File: src/rtl/gpio_pkg.sv
package gpio_pkg;
  typedef enum logic {
    RD_PINS = 1'b0,
    RD_DIR  = 1'b1
  } rd_sel_e;

  localparam int unsigned PORT_W = 8;
endpackage

File: src/rtl/gpio_regs.sv
module gpio_regs
  import gpio_pkg::*;
#(
  parameter int unsigned W = 8
) (
  input  logic         clk,
  input  logic         rst,
  input  logic [W-1:0] wdata,
  input  logic         data_we,
  input  logic         dir_we,
  input  logic         rd_sel,
  output logic [W-1:0] data_q,
  output logic [W-1:0] dir_q,
  output rd_sel_e      rd_sel_q
);
  localparam logic [W-1:0] DIR_RST  = '1;
  localparam logic [W-1:0] DATA_RST = '0;

  always_ff @(posedge clk) begin
    if (rst) begin
      data_q <= DATA_RST;
    end else if (data_we) begin
      data_q <= wdata;
    end
  end

  always_ff @(posedge clk) begin
    if (rst) begin
      dir_q <= DIR_RST;
    end else if (dir_we) begin
      dir_q <= wdata;
    end
  end

  always_ff @(posedge clk) begin
    if (rst) rd_sel_q <= RD_PINS;
    else     rd_sel_q <= rd_sel_e'(rd_sel);
  end

  AST_DATA_HOLD: assert property (@(posedge clk) disable iff (rst)
    !data_we |=> $stable(data_q));
  AST_DIR_HOLD: assert property (@(posedge clk) disable iff (rst)
    !dir_we |=> $stable(dir_q));
endmodule

File: src/rtl/gpio_in_sync.sv
module gpio_in_sync #(
  parameter int unsigned W      = 8,
  parameter int unsigned STAGES = 2
) (
  input  logic         clk,
  input  logic         rst,
  input  logic [W-1:0] raw,
  output logic [W-1:0] synced
);
  logic [W-1:0] stg [STAGES];
  logic         armed;

  always_ff @(posedge clk) begin
    if (rst) stg[0] <= '0;
    else     stg[0] <= raw;
  end

  generate
    for (genvar k = 1; k < STAGES; k++) begin : g_stage
      always_ff @(posedge clk) begin
        if (rst) stg[k] <= '0;
        else     stg[k] <= stg[k-1];
      end

      AST_SYNC_SHIFT: assert property (@(posedge clk) disable iff (rst)
        armed |-> stg[k] == $past(stg[k-1]));
    end
  endgenerate

  always_ff @(posedge clk) armed <= !rst;

  assign synced = stg[STAGES-1];

  AST_SYNC_ENTRY: assert property (@(posedge clk) disable iff (rst)
    armed |-> stg[0] == $past(raw));
endmodule

File: src/rtl/gpio_pin_mux.sv
module gpio_pin_mux #(
  parameter int unsigned  W        = 8,
  parameter logic [W-1:0] LVL_MASK = 8'b0001_1000
) (
  input  logic         clk,
  input  logic         rst,
  input  logic [W-1:0] data_q,
  input  logic [W-1:0] dir_q,
  input  logic [W-1:0] per_sel,
  input  logic [W-1:0] per_dout,
  input  logic [W-1:0] per_oe,
  input  logic         lvl_mode,
  output logic [W-1:0] pad_out,
  output logic [W-1:0] pad_oe,
  output logic [W-1:0] pad_lvl
);
  generate
    for (genvar i = 0; i < W; i++) begin : g_pin
      always_comb begin
        if (per_sel[i]) begin
          pad_out[i] = per_dout[i];
          pad_oe[i]  = per_oe[i];
        end else begin
          pad_out[i] = data_q[i];
          pad_oe[i]  = ~dir_q[i];
        end
      end

      if (LVL_MASK[i]) begin : g_lvl
        assign pad_lvl[i] = lvl_mode;
      end else begin : g_nolvl
        assign pad_lvl[i] = 1'b0;
      end
    end
  endgenerate

  AST_LVL_CONFINED: assert property (@(posedge clk) disable iff (rst)
    (pad_lvl & ~LVL_MASK) == '0);
endmodule

File: src/rtl/gpio_port_ovr.sv
module gpio_port_ovr
  import gpio_pkg::*;
#(
  parameter int unsigned  W           = PORT_W,
  parameter int unsigned  SYNC_STAGES = 2,
  parameter logic [W-1:0] LVL_MASK    = 8'b0001_1000
) (
  input  logic         clk,
  input  logic         rst,
  input  logic [W-1:0] wdata,
  input  logic         data_we,
  input  logic         dir_we,
  input  logic         rd_sel,
  output logic [W-1:0] rdata,
  input  logic [W-1:0] per_sel,
  input  logic [W-1:0] per_dout,
  input  logic [W-1:0] per_oe,
  output logic [W-1:0] per_din,
  input  logic         lvl_mode,
  output logic [W-1:0] pad_out,
  output logic [W-1:0] pad_oe,
  input  logic [W-1:0] pad_in,
  output logic [W-1:0] pad_lvl
);
  logic [W-1:0] data_q;
  logic [W-1:0] dir_q;
  logic [W-1:0] pins_sync;
  rd_sel_e      rd_sel_q;

  gpio_regs #(.W(W)) u_regs (
    .clk      (clk),
    .rst      (rst),
    .wdata    (wdata),
    .data_we  (data_we),
    .dir_we   (dir_we),
    .rd_sel   (rd_sel),
    .data_q   (data_q),
    .dir_q    (dir_q),
    .rd_sel_q (rd_sel_q)
  );

  gpio_in_sync #(.W(W), .STAGES(SYNC_STAGES)) u_sync (
    .clk    (clk),
    .rst    (rst),
    .raw    (pad_in),
    .synced (pins_sync)
  );

  gpio_pin_mux #(.W(W), .LVL_MASK(LVL_MASK)) u_mux (
    .clk      (clk),
    .rst      (rst),
    .data_q   (data_q),
    .dir_q    (dir_q),
    .per_sel  (per_sel),
    .per_dout (per_dout),
    .per_oe   (per_oe),
    .lvl_mode (lvl_mode),
    .pad_out  (pad_out),
    .pad_oe   (pad_oe),
    .pad_lvl  (pad_lvl)
  );

  assign per_din = pins_sync;

  always_comb begin
    unique case (rd_sel_q)
      RD_DIR:  rdata = dir_q;
      default: rdata = pins_sync;
    endcase
  end

  AST_NO_DRIVE_INPUT: assert property (@(posedge clk) disable iff (rst)
    (~per_sel & dir_q & pad_oe) == '0);
  AST_PERIPH_DRIVES: assert property (@(posedge clk) disable iff (rst)
    (per_sel & per_oe & ~pad_oe) == '0);
  AST_PERIPH_RELEASES: assert property (@(posedge clk) disable iff (rst)
    (per_sel & ~per_oe & pad_oe) == '0);
  AST_PERIPH_VALUE: assert property (@(posedge clk) disable iff (rst)
    (per_sel & (pad_out ^ per_dout)) == '0);
endmodule

File: config.mk
export PLATFORM = sky130hd
export DESIGN_NAME = gpio_port_ovr
export DESIGN_NICKNAME = d
export VERILOG_FILES = /design/src/rtl/gpio_pkg.sv /design/src/rtl/gpio_regs.sv /design/src/rtl/gpio_in_sync.sv /design/src/rtl/gpio_pin_mux.sv /design/src/rtl/gpio_port_ovr.sv
export SDC_FILE = /design/constraint.sdc
export NUM_CORES = 1
export LEC_CHECK = 0
export BUFFER_PORTS_ARGS = -buffer_cell sky130_fd_sc_hd__buf_2
export CORE_ASPECT_RATIO = 1.1
export CORE_MARGIN = 4
export CORE_UTILIZATION = 28
export CTS_BUF_LIST = sky130_fd_sc_hd__clkbuf_2 sky130_fd_sc_hd__clkbuf_4 sky130_fd_sc_hd__clkbuf_8
export DETAILED_ROUTE_END_ITERATION = 12
export PLACE_DENSITY = 0.64
export SLEW_MARGIN = 0
export SYNTH_ARGS = -nofsm -noshare
export SYNTH_HDL_FRONTEND = slang
export SYNTH_SLANG_ARGS = --single-unit
File: constraint.sdc
create_clock -name clk -period 1.2 [get_ports clk]
set_input_delay 0.06 -clock clk [delete_from_list [all_inputs] [get_ports clk]]
set_output_delay 0.06 -clock clk [all_outputs]
set_load 0.03 [all_outputs]
==> impl_metrics.yaml <==
run_status:
  status: "complete, but fails checks"
  violations: "setup timing"
yosys:
  yosys-top-cells-count: "dfxtp_1, nor2b_1, mux2_2"
  syn_area_um2: 1360
  synth_seq_area_share_pct: 48.6
  async_flop_share_pct: 0
  synth_fa_ha_area_share_pct: 0
  synth_compound_area_share_pct: 8.65
  synth_edf_count: 0
  synth_top_family_by_area: "multiplexers"
  ys_types: 15
  yosys-top-cells-area: "dfxtp_1, mux2_2, nor2b_1, mux2i_1, a211o_2"
  synth-simple-area-share_pct: 16.4
  ys.flop_type: "dfxtp_1"
  yosys.cell_count.top_type: "dfxtp_1"
  synth_area_leader_cell: "dfxtp_1"
  synth_top_area_share_pct: 48.6
  syn_area_per_cell_um2: 10.5
  synthCells: 129
  synth_seq_cells: 33
  synth_mux_area_share_pct: 19.1
  synth_xor_area_share_pct: 0
  yosysWarnings: 0
grt:
  grt_max_degree: 34
  grt_pass1_wl_mm: 4.89
  antenna_found_initial: 0
  grt_usage_pct: 10.8
  grt_pass1_vias: 1032
  overflow: 0
worst_setup_path:
  path_class: "reg -> out"
  slowest_stage: "dfxtp_2"
  cp_max_fo: 5
  critPathBufInv: 2
  cp_common_cell: "buf_6"
  cp_top_family: "flip-flops"
  crit_path_max_incr_delay_ns: 0.34
  cp_cell_sequence: "buf_6 -> mux2_4 -> buf_6"
  cp.arrival_ns: 1.19
  critPathRequiredTime_ns: 1.14
  start_kind: "register"
  setup.worst_path.end_class: "output port"
power_and_ir_drop:
  power_density_nw_per_um2: 1280
  irDropWorstVdd_mv: 0.618
  power_leakage_nw: 1.03
placement:
  dp.cells: 254
  place_congestion: 0.612
  dp_hpwl_mm: 2.39
  io_buffers: 76
route:
  finalWirelength_mm: 3.21
  wl_per_cell_um: 11.7
  postRouteAntennaNets: 0
  drt_iter0_drc: 29
  route.detailed.drc: 0
  firstDrtPassIters: 4
  vias_per_cell: 4.14
  vias: 1135
floorplan:
  die_w_um: 74.5
  io_pins: 86
  row_count: 26
  die_y_um: 81.1
  initial_core_util_pct: 29.0
  fp.dieArea_um2: 6040
  core_um2: 4680
timing:
  grt_setup_unrepaired: "yes"
  relSlewSlack_pct: 62.3
  finalClockSkew_ns: 0.00439
  max_freq_ghz: 0.800
  finalSetupViolCount: 8
  tns_ns: -0.288
  final_max_slew_viol_count: 0
  post-route-period-util_pct: 104
  min_period_ns: 1.25
  tightest_slew_ns: 0.566
  hold_violations: 0
  setup_ws_ns: -0.0499
job:
  drv_cap: 0
cells_and_area:
  nNetsFinal: 263
  area_growth_pct: 50.7
  final_cells: 274
  diodes: 0
  final_core_util_pct: 43.8
  drive_above_1_share_pct: 50.0
clock_tree:
  cts_tree: "yes"
  cts_max_path_buffers: 2
  cts_max_level: 2
  clk_pin_slew_ns: 0.06
  cts_root_buf: "clkbuf_8"
  cts_made_buffers: 5
  clk_latency_ns: 0.27
  postCtsSetupBuffers: 0
  clkSinkCount: 33
worst_hold_path:
  hp-class: "in -> reg"
-- placed cells by master, fill, tap and decap left out --
cell,synthesis,final
buf_2,4,68
dfxtp_1,33,32
nor2b_1,20,20
dlygate4sd3_1,0,12
buf_6,1,10
mux2_4,0,8
nand2_1,8,8
o21ai_0,8,8
mux2_2,16,8
mux2i_1,8,8
nor2_1,8,8
a211o_2,6,6
conb_1,1,6
and2b_1,5,5
clkbuf_8,0,5
clkbuf_4,0,3
a211o_1,2,2
dfxtp_2,0,1
-- final timing paths --
| path | depth (start not counted) | start | slack [ns] | endpoint |
|---|---|---|---|---|
| worst max register to register | 2 | u_regs.dir_q[2] | 0.35 | u_regs.dir_q[2] |
| worst min register to register | 1 | u_sync.stg[0][3] | 0.43 | u_sync.stg[1][3] |
| worst min-delay path | 2 | wdata[6] | 0.01 | u_regs.dir_q[6] |
| worst max-delay path | 3 | u_regs.rd_sel_q | -0.05 | rdata[1] |
-- report_power, final --
| part | total (W) | internal (W) | switching [W] |
|---|---|---|---|
| clock network | 0.000831 | 0.000479 | 0.000352 |
| logic | 0.000594 | 0.000272 | 0.000322 |
| registers | 0.00119 | 0.00116 | 0.0000328 |
| total | 0.00262 | 0.00191 | 0.000707 |
-- cells by family (layout without fill, tap and decap cells) --
logic type             after synthesis  after routing
multiplexers                        24             24
AND/OR/NAND/NOR                     41             41
other                                1              6
flip-flops                          33             33
buffers and inverters               14             98
AO/OA/AOI/OAI                       16             16
-- per-stage QoR --
stage / instance area [µm²] / worst slack, ns / total power (W) / hold WS, ns
after CTS: 2030 / -0.0712 / 0.00266 / 0.000507
after floorplan: 1380 / 0.152 / 0.00158 / 0.132
after global placement: 1750 / 0.179 / 0.00173 / 0.121
after global routing: 2050 / -0.109 / 0.00276 / 0.00304
final: 2050 / -0.0499 / 0.00262 / 0.0141
after detailed placement: 1750 / 0.160 / 0.00173 / 0.121
-- layout make-up --
class,count,area (µm²)
multi-input combinational,87,653
timing repair buffer,90,573
sequential,33,662
clock buffer,8,91.3
tap,56,70.1
fill,456,2640
-- registers in the layout, indices dropped and copies added (netlist names) --
register         count
u_sync.stg          16
u_regs.data_q        8
u_regs.dir_q         8
u_regs.rd_sel_q      1
-- metal layers --
metal  part of all wire [%]  track usage [%]  wire length (µm)
met5                      0                0                 0
met4                   0.90             3.74                29
met3                     10             4.21               325
met2                     44             17.5              1430
met1                     45             13.0              1430
-- what timing repair did --
| action | CTS | global route |
|---|---|---|
| gates resized for setup | 23 | 4 |
| pin swaps | 0 | 0 |
| endpoints found under the setup margin | 8 | 8 |
| hold buffers | 12 | 0 |
| hold endpoints to repair | 12 | 0 |
Power figures use the tool's default switching activity.
